**src/rtl/can_fc_pkg.sv**
```systemverilog
// Package: shared fault-state encoding for the fault confinement block.
// Assumes bus-off needs only the upper bit; the lower bit is zero there.
package can_fc_pkg;
    typedef enum logic [1:0] {
        FC_ACTIVE  = 2'b00,
        FC_PASSIVE = 2'b01,
        FC_BUSOFF  = 2'b10
    } fc_state_e;
endpackage

```
**src/rtl/can_fc_txcnt.sv**
```systemverilog
// Module: transmit error tally.
// Works out the unclipped next value (one extra bit, so an overflow is
// visible) from a weighted error add, a unit add used in recovery and a
// floored unit subtract. The caller's clear overrides the step.
// Assumes at most one of add_err / add_one is meaningful in a cycle.
module can_fc_txcnt #(
    parameter int W          = 8,
    parameter int ERR_WEIGHT = 8
) (
    input  logic         clk,
    input  logic         rst_n,
    input  logic         add_err,
    input  logic         add_one,
    input  logic         sub_ok,
    input  logic         clr,
    output logic [W-1:0] cnt_q,
    output logic [W:0]   cnt_raw
);
    localparam logic [W:0] WEIGHT_W = (W+1)'(ERR_WEIGHT);

    // Next value before clipping: error add beats recovery add beats subtract.
    always_comb begin
        cnt_raw = {1'b0, cnt_q};
        if (add_err) begin
            cnt_raw = {1'b0, cnt_q} + WEIGHT_W;
        end else if (add_one) begin
            cnt_raw = {1'b0, cnt_q} + (W+1)'(1);
        end else if (sub_ok && (cnt_q != '0)) begin
            cnt_raw = {1'b0, cnt_q} - (W+1)'(1);
        end
    end

    // Tally register with synchronous active-low reset and clear.
    always_ff @(posedge clk) begin
        if (!rst_n || clr) begin
            cnt_q <= '0;
        end else begin
            cnt_q <= cnt_raw[W-1:0];
        end
    end

    // without a weighted error the tally moves by at most one.
    a_r2_small_step: assert property (@(posedge clk) disable iff (!rst_n)
        (!add_err && !clr) |=> ({1'b0, cnt_q} <= {1'b0, $past(cnt_q)} + (W+1)'(1)));

    // a subtract at zero leaves zero.
    a_r2_floor: assert property (@(posedge clk) disable iff (!rst_n)
        (sub_ok && !add_err && !add_one && !clr && cnt_q == '0) |=> (cnt_q == '0));
endmodule

```
**src/rtl/can_fc_rxcnt.sv**
```systemverilog
// Module: receive error tally.
// Saturates one step past the passive threshold and reloads a fixed value
// on a good reception from above the threshold. Holds while 'hold' is high.
module can_fc_rxcnt #(
    parameter int W          = 8,
    parameter int PASSIVE_TH = 128,
    parameter int RELOAD     = 119
) (
    input  logic         clk,
    input  logic         rst_n,
    input  logic         add_err,
    input  logic         sub_ok,
    input  logic         hold,
    input  logic         clr,
    output logic [W-1:0] cnt_q,
    output logic [W-1:0] cnt_nxt
);
    localparam logic [W-1:0] TH_W     = W'(PASSIVE_TH);
    localparam logic [W-1:0] RELOAD_W = W'(RELOAD);

    // Next value: error (saturating) beats success (reload or floored decrement).
    always_comb begin
        cnt_nxt = cnt_q;
        if (!hold) begin
            if (add_err) begin
                if (cnt_q < TH_W) cnt_nxt = cnt_q + W'(1);
            end else if (sub_ok) begin
                if (cnt_q >= TH_W)      cnt_nxt = RELOAD_W;
                else if (cnt_q != '0)   cnt_nxt = cnt_q - W'(1);
            end
        end
    end

    // Tally register with synchronous active-low reset and clear.
    always_ff @(posedge clk) begin
        if (!rst_n || clr) begin
            cnt_q <= '0;
        end else begin
            cnt_q <= cnt_nxt;
        end
    end

    // the tally never passes the threshold value.
    a_r3_rec_cap: assert property (@(posedge clk) disable iff (!rst_n)
        cnt_q <= TH_W);

    // good reception above the threshold reloads the fixed value.
    a_r4_reload: assert property (@(posedge clk) disable iff (!rst_n)
        (sub_ok && !add_err && !hold && !clr && cnt_q >= TH_W) |=> (cnt_q == RELOAD_W));
endmodule

```
**src/rtl/can_fc_recov.sv**
```systemverilog
// Module: hidden recessive-run counter used during bus-off.
// Counts consecutive recessive bit times, wraps after RUN_LEN and flags
// the completed run for one cycle. Idles at zero while disabled.
module can_fc_recov #(
    parameter int RUN_LEN = 11
) (
    input  logic clk,
    input  logic rst_n,
    input  logic enable,
    input  logic bit_tick,
    input  logic bit_rec,
    output logic run_done
);
    localparam int CW = (RUN_LEN > 1) ? $clog2(RUN_LEN) : 1;
    localparam logic [CW-1:0] LAST = CW'(RUN_LEN - 1);

    logic [CW-1:0] run_q;

    // Flag a run when the final recessive bit of the run arrives.
    assign run_done = enable && bit_tick && bit_rec && (run_q == LAST);

    // Run counter: dominant restarts, last bit wraps, idle while disabled.
    always_ff @(posedge clk) begin
        if (!rst_n || !enable) begin
            run_q <= '0;
        end else if (bit_tick) begin
            if (!bit_rec || run_q == LAST) run_q <= '0;
            else                           run_q <= run_q + CW'(1);
        end
    end

    // the run counter stays inside one run.
    a_r9_run_bound: assert property (@(posedge clk) disable iff (!rst_n)
        run_q <= LAST);

    // a dominant bit restarts the run.
    a_r9_dominant_restart: assert property (@(posedge clk) disable iff (!rst_n)
        (bit_tick && !bit_rec) |=> (run_q == '0));
endmodule

```
**src/rtl/can_fc_state.sv**
```systemverilog
// Module: fault state machine.
// Decides state moves from the unclipped next tally values and the
// recovery run flag; issues tally clears and the bus-off pulse.
// Assumes the tally modules expose next values without clears applied.
module can_fc_state
    import can_fc_pkg::*;
#(
    parameter int W            = 8,
    parameter int PASSIVE_TH   = 128,
    parameter int RECOV_TARGET = 128
) (
    input  logic         clk,
    input  logic         rst_n,
    input  logic [W-1:0] tec_q,
    input  logic [W:0]   tec_raw,
    input  logic [W-1:0] rec_nxt,
    input  logic         run_done,
    output fc_state_e    state_q,
    output logic         tec_clr,
    output logic         rec_clr,
    output logic         irq_q
);
    localparam logic [W:0]   TH_TX  = (W+1)'(PASSIVE_TH);
    localparam logic [W-1:0] TH_RX  = W'(PASSIVE_TH);
    localparam logic [W-1:0] RC_END = W'(RECOV_TARGET - 1);

    fc_state_e state_d;
    logic      irq_d;

    // Next-state and clear decisions for each fault state.
    always_comb begin
        state_d = state_q;
        tec_clr = 1'b0;
        rec_clr = 1'b0;
        irq_d   = 1'b0;
        case (state_q)
            FC_ACTIVE: begin
                if (tec_raw >= TH_TX || rec_nxt >= TH_RX) state_d = FC_PASSIVE;
            end
            FC_PASSIVE: begin
                if (tec_raw[W]) begin
                    state_d = FC_BUSOFF;
                    tec_clr = 1'b1;
                    irq_d   = 1'b1;
                end else if (tec_raw < TH_TX && rec_nxt < TH_RX) begin
                    state_d = FC_ACTIVE;
                end
            end
            FC_BUSOFF: begin
                if (run_done && tec_q == RC_END) begin
                    state_d = FC_ACTIVE;
                    tec_clr = 1'b1;
                    rec_clr = 1'b1;
                end
            end
            default: state_d = FC_ACTIVE;
        endcase
    end

    // State and interrupt registers with synchronous active-low reset.
    always_ff @(posedge clk) begin
        if (!rst_n) begin
            state_q <= FC_ACTIVE;
            irq_q   <= 1'b0;
        end else begin
            state_q <= state_d;
            irq_q   <= irq_d;
        end
    end

    // the interrupt is only seen together with the bus-off state.
    a_r8_irq_in_busoff: assert property (@(posedge clk) disable iff (!rst_n)
        irq_q |-> (state_q == FC_BUSOFF));
endmodule

```
**src/rtl/can_fault_conf.sv**
```systemverilog
// Module: CAN fault confinement top.
// Gates the protocol strobes by fault state, feeds the two tallies and the
// recovery run counter, and drives the state machine. Assumes strobes are
// single-cycle and synchronous to clk.
module can_fault_conf
    import can_fc_pkg::*;
#(
    parameter int CNT_W        = 8,
    parameter int PASSIVE_TH   = 128,
    parameter int TX_WEIGHT    = 8,
    parameter int RX_RELOAD    = 119,
    parameter int RUN_LEN      = 11,
    parameter int RECOV_TARGET = 128
) (
    input  logic             clk,
    input  logic             rst_n,
    input  logic             tx_err_i,
    input  logic             rx_err_i,
    input  logic             tx_ok_i,
    input  logic             rx_ok_i,
    input  logic             ack_err_i,
    input  logic             bit_tick_i,
    input  logic             bit_val_i,
    output logic [CNT_W-1:0] tec_o,
    output logic [CNT_W-1:0] rec_o,
    output logic [1:0]       state_o,
    output logic             busoff_irq_o,
    output logic             tx_delay_o
);
    localparam logic [CNT_W-1:0] TH_W = CNT_W'(PASSIVE_TH);

    fc_state_e        st;
    logic             in_active, in_busoff;
    logic             tx_add, tx_sub, run_done;
    logic             tec_clr, rec_clr, irq;
    logic [CNT_W-1:0] tec_q, rec_q, rec_nxt;
    logic [CNT_W:0]   tec_raw;

    // Strobe gating: acknowledge errors count only while error-active.
    assign in_active = (st == FC_ACTIVE);
    assign in_busoff = (st == FC_BUSOFF);
    assign tx_add    = !in_busoff && (tx_err_i || (ack_err_i && in_active));
    assign tx_sub    = !in_busoff && tx_ok_i;

    can_fc_txcnt #(.W(CNT_W), .ERR_WEIGHT(TX_WEIGHT)) u_tx (
        .clk(clk), .rst_n(rst_n), .add_err(tx_add), .add_one(run_done),
        .sub_ok(tx_sub), .clr(tec_clr), .cnt_q(tec_q), .cnt_raw(tec_raw)
    );

    can_fc_rxcnt #(.W(CNT_W), .PASSIVE_TH(PASSIVE_TH), .RELOAD(RX_RELOAD)) u_rx (
        .clk(clk), .rst_n(rst_n), .add_err(rx_err_i), .sub_ok(rx_ok_i),
        .hold(in_busoff), .clr(rec_clr), .cnt_q(rec_q), .cnt_nxt(rec_nxt)
    );

    can_fc_recov #(.RUN_LEN(RUN_LEN)) u_run (
        .clk(clk), .rst_n(rst_n), .enable(in_busoff), .bit_tick(bit_tick_i),
        .bit_rec(bit_val_i), .run_done(run_done)
    );

    can_fc_state #(.W(CNT_W), .PASSIVE_TH(PASSIVE_TH), .RECOV_TARGET(RECOV_TARGET)) u_fsm (
        .clk(clk), .rst_n(rst_n), .tec_q(tec_q), .tec_raw(tec_raw),
        .rec_nxt(rec_nxt), .run_done(run_done), .state_q(st),
        .tec_clr(tec_clr), .rec_clr(rec_clr), .irq_q(irq)
    );

    // Output mapping.
    assign tec_o        = tec_q;
    assign rec_o        = rec_q;
    assign state_o      = st;
    assign busoff_irq_o = irq;
    assign tx_delay_o   = (st == FC_PASSIVE);

    // error-active implies both tallies below the threshold.
    a_r5_active_bounds: assert property (@(posedge clk) disable iff (!rst_n)
        (state_o == 2'b00) |-> (tec_o < TH_W && rec_o < TH_W));

    // the interrupt is a single-cycle pulse.
    a_r8_irq_single: assert property (@(posedge clk) disable iff (!rst_n)
        busoff_irq_o |=> !busoff_irq_o);

    // entry into bus-off shows a cleared transmit tally.
    a_r8_entry_clear: assert property (@(posedge clk) disable iff (!rst_n)
        busoff_irq_o |-> (tec_o == '0));

    // a passive acknowledge error alone leaves the transmit tally.
    a_r7_passive_ack: assert property (@(posedge clk) disable iff (!rst_n)
        (state_o == 2'b01 && ack_err_i && !tx_err_i && !tx_ok_i) |=> $stable(tec_o));

    // the receive tally is frozen while in bus-off (or zeroed on exit).
    a_r11_busoff_rx_frozen: assert property (@(posedge clk) disable iff (!rst_n)
        (state_o == 2'b10) |=> (rec_o == $past(rec_o) || rec_o == '0));

    // leaving bus-off lands with both tallies zero.
    a_r10_exit_zero: assert property (@(posedge clk) disable iff (!rst_n)
        (state_o == 2'b10 && tx_err_i == tx_err_i) |=> (state_o == 2'b10 || (tec_o == '0 && rec_o == '0)));
endmodule

```
**config.mk**
```make
export PLATFORM = sky130hd
export DESIGN_NAME = can_fault_conf
export DESIGN_NICKNAME = d
export VERILOG_FILES = /design/src/rtl/can_fc_pkg.sv /design/src/rtl/can_fc_txcnt.sv /design/src/rtl/can_fc_rxcnt.sv /design/src/rtl/can_fc_recov.sv /design/src/rtl/can_fc_state.sv /design/src/rtl/can_fault_conf.sv
export SDC_FILE = /design/constraint.sdc
export NUM_CORES = 1
export LEC_CHECK = 0
export BUFFER_PORTS_ARGS = -buffer_cell sky130_fd_sc_hd__buf_4
export CORE_MARGIN = 5
export CORE_UTILIZATION = 25
export CTS_BUF_LIST = sky130_fd_sc_hd__clkbuf_8
export CTS_CLUSTER_DIAMETER = 200
export CTS_CLUSTER_SIZE = 20
export DETAILED_ROUTE_END_ITERATION = 8
export PLACE_DENSITY = 0.5
export SLEW_MARGIN = 5
export SYNTH_ARGS = -nofsm -noshare
export SYNTH_HDL_FRONTEND = slang
export SYNTH_HIERARCHICAL = 1
export SYNTH_SLANG_ARGS = --single-unit
```
**constraint.sdc**
```tcl
create_clock -name clk -period 4.28 [get_ports clk]
set_input_delay 0.214 -clock clk [delete_from_list [all_inputs] [get_ports clk]]
set_output_delay 0.214 -clock clk [all_outputs]
set_load 0.01 [all_outputs]
```
Word-level counts from Yosys, hierarchy flattened
Cells that the tools add are included.
- register bits: 23
- bits of input ports: 9
- output and inout port bits: 20
- word-level logic and storage cells: 66
- add/subtract/negate cells: 6
- order comparisons: 6
- eq/ne operators: 7
- multiplexer cells: 19
- reduce and logical (&&, ||, !) cells: 23
- operators by type and width (kind ; number):
    two-way mux 8 bit ; 6
    two-way mux 9 bit ; 3
    greater-or-equal comparator 8 bit, second input constant ; 2
    less-than comparator 8 bit, second input constant ; 2
    nonzero test 8 bit ; 2
    adder 8 x 1 -> 9 bit, second input constant ; 1
    adder 8 x 4 -> 9 bit, second input constant ; 1
    greater-or-equal comparator 9 x 8 -> 1 bit, second input constant ; 1
    logical AND 1 bit ; 9
    less-than comparator 9 x 8 -> 1 bit, second input constant ; 1
    subtractor 8 x 1 -> 9 bit, second input constant ; 1
    adder 8 x 1 -> 8 bit, second input constant ; 1
    == test 8 x 7 -> 1 bit, second input constant ; 1
    two-way mux 2 bit ; 4
    subtractor 8 x 1 -> 8 bit, second input constant ; 1
    logical OR 1 bit ; 6
    case mux 2 bit (3 select lines) ; 1
    adder 4 x 1 -> 4 bit, second input constant ; 1
    == test 4 bit, second input constant ; 1
    two-way mux 4 bit ; 1
    inequality test 2 x 1 -> 1 bit, second input constant ; 2
    zero test 1 bit ; 3
    two-way mux 1 bit ; 3
    inequality test 3 x 1 -> 1 bit, second input constant ; 1
    other kinds (6) ; 6

Depth between registers and ports, before layout
- word-level depth: 12
- mapped depth: 13

By module
Netlist, hierarchy kept.
- modules (own cells, without submodules) (module ; times used ; cells an instance ; area each (µm²)):
    can_fc_rxcnt ; 1 ; 113 ; 882.1
    can_fc_txcnt ; 1 ; 84 ; 701.9
    can_fc_recov ; 1 ; 28 ; 236.5
    can_fc_state ; 1 ; 27 ; 222.7
    can_fault_conf ; 1 ; 6 ; 33.8

Worst setup path after synthesis
Ideal clock, no wire load.
- kind: reg2reg
- start point: register u_fsm.state_q[1]
- end point: register u_fsm.state_q[1]
- setup time: 121 ps
- arrival time: 3020 ps
- path slack: 1139 ps
- stages on the path, launching flop included: 13
- path buffers: 1
- cell sequence: dfxtp_1 > nor2b_1 > nand3_1 > nor2_1 > clkbuf_1 > a41oi_1 > and4b_2 > nor2_1 > mux2_2 > or3b_1 > a21oi_1 > nor2_1 > mux2_2
- elaborated cells on any way between the ends: 29
- classes of those cells: order compare: 4; eq/ne: 5; mux: 6; reduce/logical: 14
- RTL lines (item ; line ; source):
    from (decl) ; can_fc_state.sv:18 ; output fc_state_e state_q,
    from (signal assigned) ; can_fc_state.sv:66 ; state_q <= state_d;
    == test 2 bit * ; can_fault_conf.sv:41 ; assign in_busoff = (st == FC_BUSOFF);
    net in_busoff ; can_fault_conf.sv:33 ; logic in_active, in_busoff;
    logical AND 1 bit * (3 in series) ; can_fc_recov.sv:20 ; assign run_done = enable && bit_tick && bit_rec && (run_q == LAST);
    net run_done ; can_fault_conf.sv:34 ; logic tx_add, tx_sub, run_done;
    two-way mux 9 bit * ; can_fc_txcnt.sv:26 ; end else if (add_one) begin
    two-way mux 9 bit * ; can_fc_txcnt.sv:24 ; if (add_err) begin
    net tec_raw[7] ; can_fault_conf.sv:37 ; logic [CNT_W:0] tec_raw;
    less-than comparator 9 x 8 -> 1 bit / greater-or-equal comparator 9 x 8 -> 1 bit (equally long branches) ; can_fc_state.sv:45, can_fc_state.sv:38 ;
    logical AND 1 bit / logical OR 1 bit (equally long branches) ; can_fc_state.sv:45, can_fc_state.sv:38 ;
    inequality test 3 x 1 -> 1 bit (no source line) / inequality test 2 x 1 -> 1 bit (equally long branches) ; n/a ;
    AND reduction 3 bit (no source line) * ; n/a ;
Mark *: on every way through the listed nets, which the timed path passes. The rest lies on a longest branch.
A chain may end at the register's enable or synchronous reset.

Worst setup path in the final report
- start point: register u_run.run_q[0]
- end point: register u_fsm.state_q[1]
- longest elaborated chain between the ends: 8
- elaborated cells on any way between the ends: 15
- classes of those cells: order compare: 2; eq/ne: 4; mux: 4; reduce/logical: 5
- RTL lines (item ; line ; source):
    from (decl) ; can_fc_recov.sv:17 ; logic [CW-1:0] run_q;
    from (signal assigned) ; can_fc_recov.sv:28 ; else run_q <= run_q + CW'(1);
    == test 4 bit * ; can_fc_recov.sv:20 ;
    logical AND 1 bit * ; can_fc_recov.sv:20 ;
    net run_done ; can_fault_conf.sv:34 ;
    two-way mux 9 bit * ; can_fc_txcnt.sv:26 ;
    two-way mux 9 bit * ; can_fc_txcnt.sv:24 ;
    net tec_raw[7] ; can_fault_conf.sv:37 ;
    less-than comparator 9 x 8 -> 1 bit / greater-or-equal comparator 9 x 8 -> 1 bit (equally long branches) ; can_fc_state.sv:45, can_fc_state.sv:38 ;
    logical AND 1 bit / logical OR 1 bit (equally long branches) ; can_fc_state.sv:45, can_fc_state.sv:38 ;
    inequality test 3 x 1 -> 1 bit (no source line) / inequality test 2 x 1 -> 1 bit (equally long branches) ; n/a ;
    AND reduction 3 bit (no source line) * ; n/a ;
Marked as above.

==> summary.md <==
| Metric | Value |
|---|---|
| Max-slew violation count | 0 |
| Final Worst Setup Slack | 1040 ps |
| Unrepaired setup endpoints after global routing | false |
| Finished Cell Area | 2380 sq um |
| Reg2Reg Launch Point | u_run/run_q[0] |
| Relative slew slack | 0.526 |
| Gates resized, CTS repair | 0 |
| Crit-path most repeated cell | nor2_1 |
| Comb power frac | 0.478 |
| Initial antenna violation count | 0 |
| CP Cell Sequence | inv_1, ha_1, nand3b_1, nor2_1, a41oi_1, and4b_2, nor2_1, mux2_2, or3b_1, a21oi_1, nor2_1, mux2_2 |
| Hold Crit Class | primary input to flop |
| Gate count of the mapped netlist | 250 |
| Area grow syn2layout | 16.4% |
| Reg power frac | 0.363 |
| Syn Area/Cell | 8.17 sq um |
| Die ar. | 10100 sq um |
| R2R cell count | 12 |
| IO Pins | 29 |
| R2r setup slk | 1040 ps |
| Clock skew | 8.17 ps |
| Post-layout net count | 295 |
| Post-layout min period | 3240 ps |
| Clock power share | 0.159 |
| PortBufs | 28 |
| Routed len/inst | 14.7 um |
| Final non-filler cell total | 376 |
| Worst VDD drop | 0.132 mV |
| Leakage | 0.948 nW |
| Hold Slack | 238 ps |
| Crit path arrival time | 3400 ps |
| Setup bufs post-CTS | 0 |
| CTS Root Cell | clkbuf_8 |
| Width of the die | 100 um |
| Hold violation total from the final report | 0 |
| NetSw | 360 uW |
| Vias | 1979 |
| Fmax | 309 MHz |
| Hold depth | 3 |
| DP HPWL | 4150 um |
| Power per cell area | 370 nW/um^2 |
| HP Start | bit_tick_i |
| DRT iter0 DRCs | 97 |
| Final setup viols | 0 |
| Worst R2R End | u_fsm/state_q[1] |
| Total grt overflow | 0 |
| Placed Cells | 372 |
| GRT Util Overall | 0.112 |
| Data required, critical path | 4440 ps |
| Vias in the first global route | 1871 |
| Initial Util | 0.252 |
| CP max FO | 11 |
| CTS max path bufs | 2 |
| Placed inst area | 2330 sq um |
| Slowest cell on crit path | nor2_1 |
| Worst Path Buf+Inv | 1 |
| Num Clock Sinks | 23 |
| Fin Setup TNS | 0 ps |
| Worst setup SP type | flop |
| Synthesized area | 2040 sq um |
| Largest net degree at the start of global routing | 19 |
| Clock Latency Late Sink | 270 ps |
| Worst slack at placement | 1070 ps |
| Endpoint of the worst hold path | u_run/run_q[0] |
| Crit path max-delay family | simple AND/OR/NAND/NOR gates |
| # DRC | 0 |
| Die Ht | 100 um |
| Switching share of power | 0.409 |
| Pint | 519 uW |
| CTS tree | built |
| Clock-pin slew on the worst setup and hold paths | 90 ps |
| Fillers | 920 |
| FP Rows | 33 |
| Final wirelength | 5520 um |
| Tot Pwr | 879 uW |
| Ant diodes | 0 |
| Yosys warnings | 6 |
| Post-Syn Nets | 273 |
| Num CTS Buffers | 3 |
| Final core occ | 0.294 |
| TritonRoute pass-1 iters | 4 |
| Class of the most critical setup path | flop to flop |
| Outcome | finished, final reports clean |
| Cts hold-fix bufs | 0 |
| Least-Margin Pin Slew | 709 ps |
| Period utilisation layout | 0.757 |
| CORE AREA | 8090 sq um |
| Placer Congestion | 0.789 |
| Routed vias/inst | 5.26 |
| First-pass GRT wire length | 9190 um |
| Worst Setup End Kind | flop |
| Antenna viol nets, final | 0 |
| H-tree lvl count | 1 |
| CP max stage delay | 580 ps |
| Layout cells sized above 1 | 0.207 |
| MaxCap Viol Count | 0 |
==> cell usage in the layout, fill, tap and decap left out, drive strengths merged, types with 4 or more instances in the layout <==
cell type   n
a211oi      5
a21o        4
a21oi      20
buf        30
dfxtp      23
ha         14
inv        19
nand2      16
nand2b      7
nand3       8
nand4       5
nor2       14
nor2b      12
nor3        7
nor3b       4
nor4        6
o21ai       7
xnor2       6
==> area by class of cell <==
type / count / area (sq um) / area share
flip-flops and latches: 23 / 460 / 0.194
clock buffers: 3 / 41.3 / 0.0174
well taps: 105 / 131 / 0.0553
multi-input cells: 195 / 1440 / 0.607
clock inverters: 1 / 5.00 / 0.00211
inverters: 19 / 71.3 / 0.0300
repair buffers: 30 / 225 / 0.0947
==> worst max path at each step <==
| stage | start | endpoint | slack, ps | cells after the start |
|---|---|---|---|---|
| floorplan | u_fsm/state_q[1] | u_fsm/state_q[1] | 1140 | 12 |
| global placement | u_run/run_q[0] | u_fsm/state_q[1] | 1110 | 12 |
| detailed placement | u_run/run_q[0] | u_fsm/state_q[1] | 1070 | 12 |
| CTS | u_run/run_q[0] | u_fsm/state_q[1] | 1050 | 12 |
| global route | u_run/run_q[0] | u_fsm/state_q[1] | 820 | 12 |
| finish | u_run/run_q[0] | u_fsm/state_q[1] | 1040 | 12 |
==> sequential cells by signal, indices dropped and copies added (netlist names) <==
signal and count:
u_tx/cnt_q 8, u_run/run_q 4, u_rx/cnt_q 8, u_fsm/irq_q 1, u_fsm/state_q 2
==> power groups by stage <==
stage,registers [mW],logic [mW],clock network (mW)
after floorplan,0.298,0.312,0
after global placement,0.326,0.418,0
after detailed placement,0.325,0.418,0
after CTS,0.320,0.422,0.150
after global routing,0.329,0.465,0.158
final,0.319,0.420,0.139
==> routing by layer <==
| layer | GRT usage | vias up | routed length (um) |
|---|---|---|---|
| li1 | - | 964 | - |
| met1 | 0.148 | 954 | 2450 |
| met2 | 0.186 | 53 | 2690 |
| met3 | 0.0153 | 8 | 272 |
| met4 | 0.0383 | 0 | 101 |
| met5 | 0 | - | 0 |
==> tightest hold or removal path: cells and delay by family <==
family	cells	cell delay, ps
simple gates	1	60
buf+inv	1	140
compound gates	1	50
Power figures use the tool's default switching activity.
